--- src/rtl/uart_irq_pkg.sv ---
package uart_irq_pkg;
  localparam int IER_W = 4;
  localparam int IIR_W = 8;
  localparam int ID_W  = 2;
  localparam int NSRC  = 4;

  localparam int EN_RX = 0;
  localparam int EN_TX = 1;
  localparam int EN_LS = 2;
  localparam int EN_MS = 3;

  typedef enum logic [ID_W-1:0] {
    ID_MODEM = 2'b00,
    ID_TXE   = 2'b01,
    ID_RXDA  = 2'b10,
    ID_LINE  = 2'b11
  } irq_id_e;
endpackage

--- src/rtl/uart_irq_flag.sv ---
module uart_irq_flag #(
  parameter bit SET_WINS = 1'b1
) (
  input  logic clk,
  input  logic rst_n,
  input  logic set_i,
  input  logic clr_i,
  output logic flag_o
);
  logic flag_q, flag_d, flag_en;

  always_comb begin
    flag_en = set_i | clr_i;
    if (SET_WINS) flag_d = set_i | (flag_q & ~clr_i);
    else          flag_d = ~clr_i & (set_i | flag_q);
  end

  always_ff @(posedge clk or negedge rst_n) begin
    if (!rst_n)       flag_q <= 1'b0;
    else if (flag_en) flag_q <= flag_d;
  end

  assign flag_o = flag_q;

  AST_FLAG_CLEARS: assert property (@(posedge clk) disable iff (!rst_n)
    (clr_i && !set_i) |=> !flag_o);
  AST_FLAG_SETS: assert property (@(posedge clk) disable iff (!rst_n)
    (set_i && SET_WINS) |=> flag_o);
endmodule

--- src/rtl/uart_irq_txsrc.sv ---
module uart_irq_txsrc #(
  parameter bit ARM_ON_FIFO_TOGGLE = 1'b1
) (
  input  logic clk,
  input  logic rst_n,
  input  logic tx_empty_i,
  input  logic fifo_on_i,
  input  logic wr_thr_i,
  input  logic rd_iir_i,
  input  logic rpt_tx_i,
  output logic pend_o
);
  logic empty_q, fifo_q, pend_q;
  logic empty_rise, fifo_flip, arm, disarm, pend_d, pend_en;

  always_comb begin
    empty_rise = tx_empty_i & ~empty_q;
    fifo_flip  = ARM_ON_FIFO_TOGGLE & (fifo_on_i ^ fifo_q) & tx_empty_i;
    arm        = empty_rise | fifo_flip;
    disarm     = wr_thr_i | (rd_iir_i & rpt_tx_i);
    pend_en    = arm | disarm;
    pend_d     = arm | (pend_q & ~disarm);
  end

  always_ff @(posedge clk or negedge rst_n) begin
    if (!rst_n) begin
      empty_q <= 1'b1;
      fifo_q  <= 1'b0;
    end else begin
      empty_q <= tx_empty_i;
      fifo_q  <= fifo_on_i;
    end
  end

  always_ff @(posedge clk or negedge rst_n) begin
    if (!rst_n)       pend_q <= 1'b0;
    else if (pend_en) pend_q <= pend_d;
  end

  assign pend_o = pend_q;

  AST_TX_IIR_ACK: assert property (@(posedge clk) disable iff (!rst_n)
    (rd_iir_i && rpt_tx_i && !arm) |=> !pend_o);
  AST_TX_WRITE_ACK: assert property (@(posedge clk) disable iff (!rst_n)
    (wr_thr_i && !arm) |=> !pend_o);
  AST_TX_FIFO_ARM: assert property (@(posedge clk) disable iff (!rst_n)
    (ARM_ON_FIFO_TOGGLE && tx_empty_i && (fifo_on_i != fifo_q)) |=> pend_o);
endmodule

--- src/rtl/uart_irq_encode.sv ---
module uart_irq_encode
  import uart_irq_pkg::*;
(
  input  logic [IER_W-1:0] ier_i,
  input  logic             fifo_on_i,
  input  logic             ls_i,
  input  logic             rxda_i,
  input  logic             tmo_i,
  input  logic             txe_i,
  input  logic             ms_i,
  output logic [IIR_W-1:0] iir_o,
  output logic             rpt_tx_o
);
  logic [NSRC-1:0] req;
  logic [ID_W-1:0] id;
  logic            pend, tmo_bit;

  always_comb begin
    req[ID_LINE]  = ls_i & ier_i[EN_LS];
    req[ID_RXDA]  = (rxda_i | tmo_i) & ier_i[EN_RX];
    req[ID_TXE]   = txe_i & ier_i[EN_TX];
    req[ID_MODEM] = ms_i & ier_i[EN_MS];
    id = '0;
    for (int i = 0; i < NSRC; i++) begin
      if (req[i]) id = ID_W'(i);
    end
    pend     = |req;
    tmo_bit  = pend & (id == ID_RXDA) & tmo_i;
    rpt_tx_o = pend & (id == ID_TXE);
    iir_o    = {fifo_on_i, fifo_on_i, 2'b00, tmo_bit, id, ~pend};
  end
endmodule

--- src/rtl/uart_irq_ident.sv ---
module uart_irq_ident
  import uart_irq_pkg::*;
#(
  parameter bit SET_WINS           = 1'b1,
  parameter bit ARM_ON_FIFO_TOGGLE = 1'b1
) (
  input  logic             clk,
  input  logic             rst_n,
  input  logic [IER_W-1:0] ier_i,
  input  logic             fifo_on_i,
  input  logic             ls_event_i,
  input  logic             rx_trig_i,
  input  logic             rx_tmo_i,
  input  logic             tx_empty_i,
  input  logic             ms_event_i,
  input  logic             rd_iir_i,
  input  logic             rd_lsr_i,
  input  logic             rd_rbr_i,
  input  logic             rd_msr_i,
  input  logic             wr_thr_i,
  output logic             irq_o,
  output logic [IIR_W-1:0] iir_o
);
  localparam int NFLAG = 3;
  localparam int F_LS  = 0;
  localparam int F_MS  = 1;
  localparam int F_TMO = 2;

  logic [NFLAG-1:0] f_set, f_clr, f_q;
  logic             txe_pend, rpt_tx;
  logic [IIR_W-1:0] iir;

  assign f_set = {rx_tmo_i, ms_event_i, ls_event_i};
  assign f_clr = {rd_rbr_i, rd_msr_i, rd_lsr_i};

  for (genvar g = 0; g < NFLAG; g++) begin : g_flag
    uart_irq_flag #(.SET_WINS(SET_WINS)) u_flag (
      .clk    (clk),
      .rst_n  (rst_n),
      .set_i  (f_set[g]),
      .clr_i  (f_clr[g]),
      .flag_o (f_q[g])
    );
  end

  uart_irq_txsrc #(.ARM_ON_FIFO_TOGGLE(ARM_ON_FIFO_TOGGLE)) u_txsrc (
    .clk        (clk),
    .rst_n      (rst_n),
    .tx_empty_i (tx_empty_i),
    .fifo_on_i  (fifo_on_i),
    .wr_thr_i   (wr_thr_i),
    .rd_iir_i   (rd_iir_i),
    .rpt_tx_i   (rpt_tx),
    .pend_o     (txe_pend)
  );

  uart_irq_encode u_encode (
    .ier_i     (ier_i),
    .fifo_on_i (fifo_on_i),
    .ls_i      (f_q[F_LS]),
    .rxda_i    (rx_trig_i),
    .tmo_i     (f_q[F_TMO]),
    .txe_i     (txe_pend),
    .ms_i      (f_q[F_MS]),
    .iir_o     (iir),
    .rpt_tx_o  (rpt_tx)
  );

  assign iir_o = iir;
  assign irq_o = ~iir[0];

  AST_LINE_RAISES_IRQ: assert property (@(posedge clk) disable iff (!rst_n)
    (f_q[F_LS] && ier_i[EN_LS]) |-> (irq_o && iir_o[3:0] == 4'h6));
  AST_QUIET_WHEN_MASKED: assert property (@(posedge clk) disable iff (!rst_n)
    (ier_i == '0) |-> (!irq_o && iir_o[3:0] == 4'h1));
  AST_TMO_CODE: assert property (@(posedge clk) disable iff (!rst_n)
    (f_q[F_TMO] && ier_i[EN_RX] && !(f_q[F_LS] && ier_i[EN_LS])) |-> iir_o[3:0] == 4'hC);
  AST_UPPER_ZERO: assert property (@(posedge clk) disable iff (!rst_n)
    iir_o[5:4] == 2'b00);
endmodule

--- config.mk ---
export PLATFORM = sky130hd
export DESIGN_NAME = uart_irq_ident
export DESIGN_NICKNAME = d
export VERILOG_FILES = /design/src/rtl/uart_irq_pkg.sv /design/src/rtl/uart_irq_flag.sv /design/src/rtl/uart_irq_txsrc.sv /design/src/rtl/uart_irq_encode.sv /design/src/rtl/uart_irq_ident.sv
export SDC_FILE = /design/constraint.sdc
export NUM_CORES = 1
export LEC_CHECK = 0
export ABC_AREA = 1
export BUFFER_PORTS_ARGS = -buffer_cell sky130_fd_sc_hd__buf_2
export CORE_AREA = 8 8 45 47
export CTS_BUF_LIST = sky130_fd_sc_hd__clkbuf_16
export CTS_CLUSTER_DIAMETER = 200
export CTS_CLUSTER_SIZE = 28
export DETAILED_ROUTE_END_ITERATION = 10
export DIE_AREA = 0 0 53 55
export PLACE_DENSITY = 0.67
export SLEW_MARGIN = 25
export SYNTH_ARGS = -nofsm -noshare
export SYNTH_HDL_FRONTEND = slang
export SYNTH_SLANG_ARGS = --single-unit
--- constraint.sdc ---
create_clock -name clk -period 0.98 [get_ports clk]
set_clock_uncertainty 0.15 [all_clocks]
set_input_delay 0 -clock clk [delete_from_list [all_inputs] [get_ports clk]]
set_output_delay 0 -clock clk [all_outputs]
set_load 0.005 [all_outputs]
== Yosys cells after proc, flatten, opt, wreduce, memory -nomap -nowiden ==
Cells that the tools add are included.
Widths: inputs -> output; s select.

* Register bits after elaboration: 6
* Bits in latches: 0
* RAM bits: 0
* Bits in read-only memories: 0
* Output and inout bits: 9
* Logic and storage cells: 44
* Memories: 0

* Add/sub/neg operators: 0
* $mul: 0
* Div/mod/pow operators: 0
* Order comparisons: 0
* Equal/unequal tests: 2
* Shift-type cells: 0
* Mux-type cells: 3
* Bitwise logic cells: 32
* Reductions and logical operators: 1

{| class="wikitable"
|+ Operator list
! cell !! number
|-
| $and 1x1->1 || 14
|-
| $or 1x1->1 || 11
|-
| $not 1->1 || 6
|-
| $mux 2 || 2
|-
| $reduce_or 4->1 || 1
|-
| $eq 2x1->1 const B || 1
|-
| $eq 2x2->1 const B || 1
|-
| $mux 1 || 1
|-
| $xor 1x1->1 || 1
|}

== Longest topological paths before layout ==
* Depth in word-level cells: 11
* Gate-level depth with buffers: 5
* Gate-level depth less buffers: 5

== Hierarchy ==
From an unflattened synthesis, not the netlist that was laid out.

* Cell total of the unflattened synthesis: 47
* Area, all modules: 341.6 um^2

{| class="wikitable"
|+ Modules (own cells, without submodules)
! module !! times used !! cells each !! area each (um^2) !! sequential area each (um^2)
|-
| uart_irq_flag || 3 || 5 || 40.0 || 25.0
|-
| uart_irq_txsrc || 1 || 13 || 120.1 || 76.3
|-
| uart_irq_encode || 1 || 18 || 97.6 || 0.0
|-
| uart_irq_ident || 1 || 1 || 3.8 || 0.0
|}

== Worst setup path after synthesis ==
Ideal clock, no wire load.

* Path type: reg2reg
* From: register g_flag[2].u_flag.flag_q
* To: register u_txsrc.pend_q (netlist: u_txsrc.pend_o)
* Arrival: 733 ps
* Required time: 709 ps
* Setup slack: -24 ps
* Cell stages (with the launch flop): 5
* Buffers on the path: 0
* Cells stage by stage: dfrtp_1 o21ai_2 nand3_1 nand2_1 nand2_1

* Cells in the longest elaborated chain, start to end: 11
* Elaborated cells on any way between the ends: 13
* Classes of those cells: eq/ne: 1; mux: 2; bitwise: 9; reduce/logical: 1

{| class="wikitable"
|+ RTL lines
! what !! RTL line !! text
|-
| from (decl) || uart_irq_flag.sv:10 || <nowiki>logic flag_q, flag_d, flag_en;</nowiki>
|-
| from (signal assigned) || uart_irq_flag.sv:20 || <nowiki>else if (flag_en) flag_q <= flag_d;</nowiki>
|-
| $or 1x1->1 * || uart_irq_encode.sv:20 || <nowiki>req[ID_RXDA] = (rxda_i | tmo_i) & ier_i[EN_RX];</nowiki>
|-
| $and 1x1->1 * || uart_irq_encode.sv:20 ||
|-
| $mux 2 (2 in a row) || uart_irq_encode.sv:25 || <nowiki>if (req[i]) id = ID_W'(i);</nowiki>
|-
| $eq 2x1->1 || uart_irq_encode.sv:29 || <nowiki>rpt_tx_o = pend & (id == ID_TXE);</nowiki>
|-
| $and 1x1->1 * || uart_irq_encode.sv:29 ||
|-
| $and 1x1->1 * || uart_irq_txsrc.sv:20 || <nowiki>disarm = wr_thr_i | (rd_iir_i & rpt_tx_i);</nowiki>
|-
| $or 1x1->1 * || uart_irq_txsrc.sv:20 ||
|-
| $not 1->1 || uart_irq_txsrc.sv:22 || <nowiki>pend_d = arm | (pend_q & ~disarm);</nowiki>
|-
| $and 1x1->1 || uart_irq_txsrc.sv:22 ||
|-
| $or 1x1->1 || uart_irq_txsrc.sv:22 ||
|-
| to (signal assigned) || uart_irq_txsrc.sv:37 || <nowiki>else if (pend_en) pend_q <= pend_d;</nowiki>
|-
| to (decl) || uart_irq_txsrc.sv:13 || <nowiki>logic empty_q, fifo_q, pend_q;</nowiki>
|}

Every way passes the cells marked *; elsewhere a longest branch is shown, timed or not.
A chain may end at the register's enable or synchronous reset.

== Worst setup path after layout ==
* From: register g_flag[2].u_flag.flag_q
* To: output iir_o[1]

* Cells in the longest elaborated chain, start to end: 4

{| class="wikitable"
|+ RTL lines
! what !! RTL line !! text
|-
| $or 1x1->1 || uart_irq_encode.sv:20 ||
|-
| $and 1x1->1 || uart_irq_encode.sv:20 ||
|-
| $mux 2 (2 in a row) || uart_irq_encode.sv:25 ||
|-
| to (decl) || uart_irq_ident.sv:22 || <nowiki>output logic [IIR_W-1:0] iir_o</nowiki>
|}

Every way passes these cells.

==> results.txt <==
The aggregate routed wire length is 912 um. The synthesized netlist contains 12 unique library cells. After synthesis, flip-flops and latches occupy 45.3% of the total area. TritonCTS built the clock tree.

The count of synthesis-stage warnings from yosys came out at 0. The net count of the finished layout is 97. The fraction of layout instances using a drive strength above 1 is 44.3%. The detailed-route DRC error count is 0. The number of cells on the worst reg-to-reg path is 5. The clock passes through at most 2 buffers.

The endpoint required time on the critical path came out at 0.83 ns. Measured along the y axis, the die boundary spans 55 um. The area added between synthesis and finish is 99.6%. After filler insertion, the fill cell instance count of the layout stands at 131. Yosys attributes the largest share of cell area to sky130_fd_sc_hd__dfrtp_1, sky130_fd_sc_hd__buf_4, sky130_fd_sc_hd__nand2_1, sky130_fd_sc_hd__inv_1, sky130_fd_sc_hd__dfstp_2. Once the floorplan was initialized, standard cells occupied 24.1% of the core. The largest fanout on the critical path came out at 4. Clock tree synthesis selected as its root buffer the cell sky130_fd_sc_hd__clkbuf_16. The data arrival at the endpoint of the critical path came out at 1.09 ns. The deepest level of the CTS H-tree came out at 1.

The weighted congestion at the end of routability-driven global placement came out at 0.697. The final worst hold slack is -0.0270 ns. The fraction of synthesized cell area taken by the top area cell type is 37.5%.

The top achievable clock speed came out at 805 MHz. The all-layer global routing usage is 7.19%. Across all setup checks in the final design, the least slack found is -0.263 ns. The first-pass iteration count of the detailed router is 2. The min-delay analysis places its worst path in the category input port to async pin. In this run the critical register-to-register path is launched from g_flag[2].u_flag.flag_o. The number of buffers inserted during clock tree synthesis came out at 3. The minimum period implied by the final worst setup slack came out at 1.24 ns. The number of rows created at floorplan came out at 14. The leakage power total came out at 0.000377 uW.

The switching power total is 221 uW. For flop-to-flop paths, the worst setup slack is -0.13 ns. The average instance area after synthesis came out at 8.15 um2.

The worst setup path is of the flip-flop to output pin kind. The clock transition at the register clock pins on the worst setup and hold paths after CTS is 0.04 ns. The synthesized flop and latch total is 6.

The part of the power in registers came out at 24.7%. STA classifies the critical path startpoint as a flip-flop. The number of placed instances, taps included, is 78. sky130_fd_sc_hd__dfrtp_1 takes more of the synthesized area than any other cell. Buffers placed on the I/O ports in this run total 23. Detailed routing inserted a total of 366 vias. Counting every sink on the clock net gives 6.

Setup repair after global routing could not meet its margin everywhere. The number of antenna violations at the first check in global routing came out at 0. The end of the worst register-to-register path is u_txsrc.pend_o. The first global-routing pass estimated 1520 um of wire. The final hold violation count came out at 5. The detailed placement HPWL is 685 um. The maximum number of pins on one net before global-route repair came out at 7. The die is 53 um wide. The max-slew violation count came out at 0. Pin placement for this block handled 26 I/O pins.

The power per unit of standard cell area came out at 1680 mW/mm2. The clock network fraction of total power is 59.9%. The checks that failed: negative hold slack, negative setup slack. The final global-route overflow total came out at 0. The max-capacitance violation count came out at 0. The internal power contribution is 899 uW.

Combinational logic is responsible for 15.4% of the overall power. The floorplan step defined a die boundary enclosing 0.00292 mm2. The flow ran to the end, but the final reports show violations. Clock latency on the worst-skew pair, taken at its later pin, is 0.23 ns. The post-synthesis instance area is 334 um2. The area inside the core boundary came out at 0.00138 mm2. The finished layout holds 95 standard cells, fillers aside. The endpoint kind of the worst setup timing path is an output pin. The highest ir drop seen on vdd came out at 0.000886 V. Setup violations remaining at the end of the flow were counted as 6. The post-route antenna net violation count came out at 0. The switching share of total power came out at 19.8%. After detailed routing, the number of vias per cell comes to 3.85. After detailed routing, the average wire length per cell comes to 9.60 um. Synthesis produced 41 cells. The detailed router finished its first iteration with 4 violations. The share of the cycle needed by the critical path after routing is 127%. After routing, the total negative slack on setup checks comes to -1.34 ns. The number of global-route vias before repair came out at 395. The number of antenna cells inserted came out at 0.
-- power by group through the flow --
stage / combinational, uW / sequential [uW] / clock (uW)
global placement: 127 / 278 / 0
global route: 194 / 278 / 699
finish: 173 / 277 / 671
detailed placement: 129 / 278 / 0
CTS: 173 / 276 / 687
floorplan: 70.4 / 277 / 0
-- per-stage QoR --
stage	worst slack, ns	util [%]	power, uW	hold WS [ns]	instance area, um2
floorplan	0.00237	-	348	-0.446	338
global placement	-0.0230	32.5	405	-0.319	450
detailed placement	-0.0564	32.5	408	-0.319	450
CTS	-0.288	47.6	1140	-0.0189	659
global route	-0.327	48.2	1170	0.00183	667
finish	-0.263	48.2	1120	-0.0270	667
-- cell type report --
| type | count | area [um2] | area share [%] |
|---|---|---|---|
| Clock buffer | 3 | 75.1 | 11.3 |
| Clock inverter | 1 | 3.75 | 0.563 |
| Inverter | 8 | 30.0 | 4.50 |
| Multi-Input combinational cell | 23 | 131 | 19.7 |
| Sequential cell | 6 | 151 | 22.7 |
| Tap cell | 16 | 20.0 | 3.00 |
| Timing Repair Buffer | 38 | 255 | 38.3 |
-- metal layers --
metal	track usage, %	up-vias	share of wire [%]
met5	0	-	0
met4	6.47	0	3.0
met3	3.48	4	13
met2	10.7	19	43
met1	7.38	151	41
li1	-	192	-
-- worst max-delay path, stage by stage, from the launching register on --
cell and delay, ns:
sky130_fd_sc_hd__dfrtp_1 0.39, sky130_fd_sc_hd__o21ai_4 0.17, sky130_fd_sc_hd__inv_1 0.08, sky130_fd_sc_hd__o21ai_2 0.10
sky130_fd_sc_hd__buf_2 0.12
-- Yosys cell counts --
library cell,instances
sky130_fd_sc_hd__buf_4,5
sky130_fd_sc_hd__conb_1,1
sky130_fd_sc_hd__dfrtp_1,5
sky130_fd_sc_hd__dfstp_2,1
sky130_fd_sc_hd__inv_1,8
sky130_fd_sc_hd__nand2_1,9
sky130_fd_sc_hd__nand3_1,1
sky130_fd_sc_hd__nand4_2,1
sky130_fd_sc_hd__nor2_1,4
sky130_fd_sc_hd__o21ai_0,1
sky130_fd_sc_hd__o21ai_2,2
sky130_fd_sc_hd__o21bai_1,3
-- how the worst max path moves through the flow --
stage	from	endpoint	slack, ns	depth (start not counted)
after floorplan	g_flag[2].u_flag.flag_o	u_txsrc.pend_o	0.002	4
after global placement	g_flag[2].u_flag.flag_o	u_txsrc.pend_o	-0.02	4
after detailed placement	g_flag[2].u_flag.flag_o	iir_o[1]	-0.06	4
after CTS	g_flag[2].u_flag.flag_o	iir_o[1]	-0.29	4
after global routing	g_flag[2].u_flag.flag_o	iir_o[1]	-0.33	4
final	g_flag[2].u_flag.flag_o	iir_o[1]	-0.26	4
-- layout by cell type (no fill, tap or decap), drive strengths merged --
cell         instances
buf                 27
clkbuf               3
conb                 2
dfrtp                5
dfstp                1
dlygate4sd3         11
inv                  9
nand2                9
nand3                1
nand4                1
nor2                 4
o21ai                3
o21bai               3
-- sequential cells by signal, summed over array words and instances, names as in the netlist --
register / flops
u_txsrc.pend_o: 1
u_txsrc.empty_q: 1
u_txsrc.fifo_q: 1
g_flag.u_flag.flag_o: 3
-- kinds of logic after synthesis --
kind of cell | synth area share, %
AO/OA/AOI/OAI | 13.5
buffers and inverters | 20.2
flip-flops | 45.3
other | 1.12
AND/OR/NAND/NOR | 19.8
-- repair_timing --
item	in CTS	in global routing
buffers inserted	2	0
endpoints found under the setup margin	6	6
hold buffers	11	0
pin swaps	0	0
endpoints found under the hold margin	12	0
resized for setup	1	1
gates cloned	0	0
Note: power is estimated with default switching activity, not from simulation.
